[config.mk]
export PLATFORM = sky130hd
export DESIGN_NAME = flash_erase_seq
export DESIGN_NICKNAME = d
export VERILOG_FILES = /design/src/rtl/fes_pkg.sv /design/src/rtl/fes_pulse_timer.sv /design/src/rtl/fes_addr_walker.sv /design/src/rtl/fes_try_counter.sv /design/src/rtl/fes_ctrl.sv /design/src/rtl/flash_erase_seq.sv
export SDC_FILE = /design/constraint.sdc
export NUM_CORES = 1
export LEC_CHECK = 0
export BUFFER_PORTS_ARGS = -buffer_cell sky130_fd_sc_hd__buf_4
export CELL_PAD_IN_SITES_DETAIL_PLACEMENT = 0
export CELL_PAD_IN_SITES_GLOBAL_PLACEMENT = 1
export CORE_MARGIN = 3
export CORE_UTILIZATION = 36
export CTS_BUF_LIST = sky130_fd_sc_hd__clkbuf_16
export DETAILED_ROUTE_END_ITERATION = 10
export HOLD_SLACK_MARGIN = 0.1
export PLACE_DENSITY_LB_ADDON = 0.1
export SKIP_CTS_REPAIR_TIMING = 1
export SLEW_MARGIN = 20
export SYNTH_ARGS = -nofsm -noshare
export SYNTH_HDL_FRONTEND = slang
export SYNTH_SLANG_ARGS = --single-unit
[constraint.sdc]
create_clock -name clk -period 2.05 [get_ports clk]
set_clock_uncertainty 0.2 [all_clocks]
set_input_delay 0.3075 -clock clk [delete_from_list [all_inputs] [get_ports clk]]
set_output_delay 0.3075 -clock clk [all_outputs]
set_load 0.005 [all_outputs]
[src/rtl/fes_pkg.sv]
package fes_pkg;
  localparam logic [7:0] CMD_ERASE  = 8'h20;
  localparam logic [7:0] CMD_VERIFY = 8'hA0;
  localparam logic [7:0] CMD_READ   = 8'h00;
  localparam logic [7:0] BYTE_BLANK = 8'hFF;

  typedef enum logic [3:0] {
    ST_IDLE, ST_PREP, ST_ARM, ST_FIRE, ST_PULSE,
    ST_VWR, ST_VRD, ST_VCHK, ST_END_OK, ST_END_BAD
  } fes_state_t;
endpackage

[src/rtl/fes_pulse_timer.sv]
module fes_pulse_timer #(
  parameter int PULSE_CYC = 40
) (
  input  logic clk,
  input  logic rst_n,
  input  logic load,
  output logic expired
);
  localparam int TW = $clog2(PULSE_CYC + 1);
  logic [TW-1:0] cnt_q;

  always_ff @(posedge clk) begin
    if (!rst_n)              cnt_q <= '0;
    else if (load)           cnt_q <= TW'(PULSE_CYC - 1);
    else if (cnt_q != '0)    cnt_q <= cnt_q - 1'b1;
  end

  assign expired = (cnt_q == '0);
endmodule

[src/rtl/fes_addr_walker.sv]
module fes_addr_walker #(
  parameter int ADDR_W = 4
) (
  input  logic              clk,
  input  logic              rst_n,
  input  logic              clr,
  input  logic              inc,
  output logic [ADDR_W-1:0] addr,
  output logic              last
);
  always_ff @(posedge clk) begin
    if (!rst_n || clr) addr <= '0;
    else if (inc)      addr <= addr + 1'b1;
  end

  assign last = &addr;
endmodule

[src/rtl/fes_try_counter.sv]
module fes_try_counter #(
  parameter int MAX_TRIES = 1000
) (
  input  logic clk,
  input  logic rst_n,
  input  logic clr,
  input  logic inc,
  output logic at_limit
);
  localparam int CW = $clog2(MAX_TRIES + 1);
  logic [CW-1:0] cnt_q;

  always_ff @(posedge clk) begin
    if (!rst_n || clr) cnt_q <= '0;
    else if (inc)      cnt_q <= cnt_q + 1'b1;
  end

  assign at_limit = (cnt_q == CW'(MAX_TRIES));
endmodule

[src/rtl/fes_ctrl.sv]
module fes_ctrl
  import fes_pkg::*;
#(
  parameter int ADDR_W = 4
) (
  input  logic              clk,
  input  logic              rst_n,
  input  logic              start,
  input  logic              pp_ack,
  input  logic              timer_expired,
  input  logic              addr_last,
  input  logic              tries_at_limit,
  input  logic [ADDR_W-1:0] vaddr,
  input  logic [7:0]        bus_rdata,
  output logic              pp_req,
  output logic              busy,
  output logic              done,
  output logic              fail,
  output logic [ADDR_W-1:0] bus_addr,
  output logic [7:0]        bus_wdata,
  output logic              bus_we,
  output logic              bus_re,
  output logic              timer_load,
  output logic              addr_clr,
  output logic              addr_inc,
  output logic              try_clr,
  output logic              try_inc
);
  fes_state_t st_q, st_d;
  logic done_q, fail_q;

  always_comb begin
    st_d       = st_q;
    pp_req     = 1'b0;
    bus_addr   = '0;
    bus_wdata  = CMD_READ;
    bus_we     = 1'b0;
    bus_re     = 1'b0;
    timer_load = 1'b0;
    addr_clr   = 1'b0;
    addr_inc   = 1'b0;
    try_clr    = 1'b0;
    try_inc    = 1'b0;
    case (st_q)
      ST_IDLE: if (start) begin
        st_d     = ST_PREP;
        addr_clr = 1'b1;
        try_clr  = 1'b1;
      end
      ST_PREP: begin
        pp_req = 1'b1;
        if (pp_ack) st_d = ST_ARM;
      end
      ST_ARM: begin
        bus_we    = 1'b1;
        bus_wdata = CMD_ERASE;
        st_d      = ST_FIRE;
      end
      ST_FIRE: begin
        bus_we     = 1'b1;
        bus_wdata  = CMD_ERASE;
        timer_load = 1'b1;
        try_inc    = 1'b1;
        st_d       = ST_PULSE;
      end
      ST_PULSE: if (timer_expired) st_d = ST_VWR;
      ST_VWR: begin
        bus_we    = 1'b1;
        bus_wdata = CMD_VERIFY;
        bus_addr  = vaddr;
        st_d      = ST_VRD;
      end
      ST_VRD: begin
        bus_re   = 1'b1;
        bus_addr = vaddr;
        st_d     = ST_VCHK;
      end
      ST_VCHK: begin
        if (bus_rdata == BYTE_BLANK) begin
          if (addr_last) st_d = ST_END_OK;
          else begin
            addr_inc = 1'b1;
            st_d     = ST_VWR;
          end
        end else if (tries_at_limit) st_d = ST_END_BAD;
        else                         st_d = ST_ARM;
      end
      ST_END_OK, ST_END_BAD: begin
        bus_we    = 1'b1;
        bus_wdata = CMD_READ;
        st_d      = ST_IDLE;
      end
      default: st_d = ST_IDLE;
    endcase
  end

  always_ff @(posedge clk) begin
    if (!rst_n) begin
      st_q   <= ST_IDLE;
      done_q <= 1'b0;
      fail_q <= 1'b0;
    end else begin
      st_q   <= st_d;
      done_q <= (st_q == ST_END_OK);
      if (st_q == ST_END_BAD)               fail_q <= 1'b1;
      else if (st_q == ST_IDLE && start)    fail_q <= 1'b0;
    end
  end

  assign busy = (st_q != ST_IDLE);
  assign done = done_q;
  assign fail = fail_q;
endmodule

[src/rtl/flash_erase_seq.sv]
module flash_erase_seq #(
  parameter int ADDR_W    = 4,
  parameter int PULSE_CYC = 40,
  parameter int MAX_TRIES = 1000
) (
  input  logic              clk,
  input  logic              rst_n,
  input  logic              start,
  output logic              busy,
  output logic              done,
  output logic              fail,
  output logic              pp_req,
  input  logic              pp_ack,
  output logic [ADDR_W-1:0] bus_addr,
  output logic [7:0]        bus_wdata,
  output logic              bus_we,
  output logic              bus_re,
  input  logic [7:0]        bus_rdata
);
  logic timer_load, timer_expired;
  logic addr_clr, addr_inc, addr_last;
  logic try_clr, try_inc, tries_at_limit;
  logic [ADDR_W-1:0] vaddr;

  fes_pulse_timer #(.PULSE_CYC(PULSE_CYC)) timer_i (
    .clk(clk), .rst_n(rst_n), .load(timer_load), .expired(timer_expired)
  );

  fes_addr_walker #(.ADDR_W(ADDR_W)) walk_i (
    .clk(clk), .rst_n(rst_n), .clr(addr_clr), .inc(addr_inc),
    .addr(vaddr), .last(addr_last)
  );

  fes_try_counter #(.MAX_TRIES(MAX_TRIES)) tries_i (
    .clk(clk), .rst_n(rst_n), .clr(try_clr), .inc(try_inc),
    .at_limit(tries_at_limit)
  );

  fes_ctrl #(.ADDR_W(ADDR_W)) ctrl_i (
    .clk(clk), .rst_n(rst_n), .start(start), .pp_ack(pp_ack),
    .timer_expired(timer_expired), .addr_last(addr_last),
    .tries_at_limit(tries_at_limit), .vaddr(vaddr), .bus_rdata(bus_rdata),
    .pp_req(pp_req), .busy(busy), .done(done), .fail(fail),
    .bus_addr(bus_addr), .bus_wdata(bus_wdata), .bus_we(bus_we),
    .bus_re(bus_re), .timer_load(timer_load), .addr_clr(addr_clr),
    .addr_inc(addr_inc), .try_clr(try_clr), .try_inc(try_inc)
  );
endmodule

==> out/metrics.csv <==
metric,value,unit
status,"complete, no violations",
period_share,97.6,%
track_usage,13.9,%
drt-initial-drc-count,50,
fill_cells,377,
dp_slack,37.6,ps
globalplace.congestion,0.769,
report.final.setup_viol,0,
instances_no_fill,254,
endpoint_kind,flop,
clockBufferDepth,2,
chipWidth,70.4,um
hold_viol,0,
dieArea,0.00495,sq mm
grt_pass1_vias,1283,
final_net_count,224,
netlist.area_leader.share,34.9,%
initial_core_util,39.0,%
p_per_area,866,mW/mm^2
clkTransAtPathRegs,70,ps
peakVddDrop,0.527,mV
yosysWarnings,0,
cts_root_buffer,clkbuf_16,
yosys-top-cells-area,"dfxtp_1 35%, nor2_1 4.8%, ha_1 4.2%",
start_kind,flop,
syn_to_final_growth,22.7,%
fmax,500,MHz
syn_area_per_cell,8.33,sq um
relSlewSlack,66.8,%
finalMaxSlewViolations,0,
dr.pass1.iters,4,
syn_inst,179,
drc,0,
synth_area,0.00149,sq mm
total_power,1.59,mW
core,0.00383,sq mm
criticalPathCategory,reg -> reg,
vias_per_cell,5.28,
n_antenna_cell,0,
cp.required,2040,ps
yosysTopAreaCell,dfxtp_1,
vias,1342,
crit_fanout,5,
finalSetupTns,0,ps
cts_buffers,3,
place_inst,250,
hpwl,2530,um
num_io_pins,30,
setup_ws,48.8,ps
ys_seq_area_share,34.9,%
drive_gt1_share,25.2,%
power_leakage,0.728,nW
insertion_delay,260,ps
worstMarginPinSlew,485,ps
synthTopCellsByCount,"26 x dfxtp_1, 19 x nor2_1, 15 x nand2_1",
final_core_util,47.8,%
routedWlPerCell,13.2,um
grt-ovfl-total,0,
fp.dieH,70.4,um
cts_htree_levels,1,
grt_max_degree,15,
critPathArrivalTime,1990,ps
period_minus_slack,2000,ps
antenna_found_initial,0,
synth.distinct_cells,47,
synth-seq-cells,26,
drv_cap,0,
synth_most_common_cell,dfxtp_1,
cts_tree,built,
synth_edf_count,0,
cts_sinks,26,
postRouteAntennaNets,0,
rows,22,
grt_first_pass_wirelength,5750,um
synth_flop_cell,dfxtp_1,
place.port_buffers,23,
hold_path.class,in -> reg,
routed_wl,3350,um
ys_async_sr_fraction,0,%
## worst paths after layout
check	endpoint	depth (start not counted)	slack, ps	startpoint
worst max-delay path	walk_i.addr[3]	5	50	walk_i.addr[0]
worst min-delay path	timer_i.cnt_q[1]	2	150	rst_n
worst max register to register	walk_i.addr[3]	5	50	walk_i.addr[0]
worst min register to register	ctrl_i.fail	2	260	ctrl_i.fail
## cells by family after synthesis
family                   after synthesis  share of synthesized area (%)
buffers and inverters                 25                           8.72
XOR/XNOR                              13                           7.63
multiplexers                           3                           2.10
adder cells (fa/ha/maj)                5                           4.19
other                                  1                          0.251
AO/OA/AOI/OAI                         24                           11.1
flip-flops                            26                           34.9
AND/OR/NAND/NOR                       82                           31.1
## report_power, final
part | total (mW) | switching (mW) | internal [mW] | leakage (nW)
combinational | 0.513 | 0.256 | 0.258 | 0.476
clock | 0.439 | 0.178 | 0.261 | 0.0385
sequential | 0.633 | 0.0673 | 0.566 | 0.214
total | 1.59 | 0.501 | 1.08 | 0.728
## placed cells by master (no fill, tap or decap), types with 3 or more instances in the layout
master | Yosys | layout
xor2_1 | 6 | 6
ha_1 | 5 | 4
nand4_1 | 6 | 6
xnor2_1 | 7 | 7
buf_4 | 6 | 32
nor3_1 | 8 | 8
nand3_1 | 5 | 5
dfxtp_2 | 0 | 4
nand2_1 | 15 | 14
nor2_1 | 19 | 19
conb_1 | 1 | 6
nor4_1 | 5 | 5
inv_1 | 10 | 9
a21oi_1 | 8 | 7
dfxtp_1 | 26 | 21
clkbuf_16 | 0 | 3
and2_1 | 4 | 4
a21boi_0 | 3 | 3
## registers in the layout (all words and copies together), names as in the netlist
signal and flops:
ctrl_i.done 1, ctrl_i.fail 1, timer_i.cnt_q 6, ctrl_i.st_q 4, walk_i.addr 4, tries_i.cnt_q 10
## per-stage QoR
stage	area, sq um	hold WS, ps
2_1_floorplan	1510	248
3_3_place_gp	1730	245
3_5_place_dp	1730	248
4_1_cts	1800	147
5_1_grt	1830	149
6_report	1830	150
## layer usage
metal  GRT usage, %  up-vias  routed length, um  share of wire [%]
li1               -      674                  -                  -
met1           17.1      642               1460                 43
met2           24.3       24               1720                 51
met3           2.88        2                158                4.7
met4           3.83        0                 19               0.57
met5              0        -                  0                  0
## critical path, stage by stage, from the launching register on
cell     delay (ps)
dfxtp_2         340
ha_2            180
and3_4          180
or4_4           490
or3_1           360
a21oi_1         170
## cell type report
class                      count  area, sq um  area share, %
clock inverter                 1         3.75          0.205
tap                           48         60.1           3.28
timing repair buffer          33          251           13.7
multi-input combinational    133          873           47.7
inverter                      10         37.5           2.05
sequential                    26          529           28.9
clock buffer                   3         75.1           4.10
(Power assumes the default switching activity.)
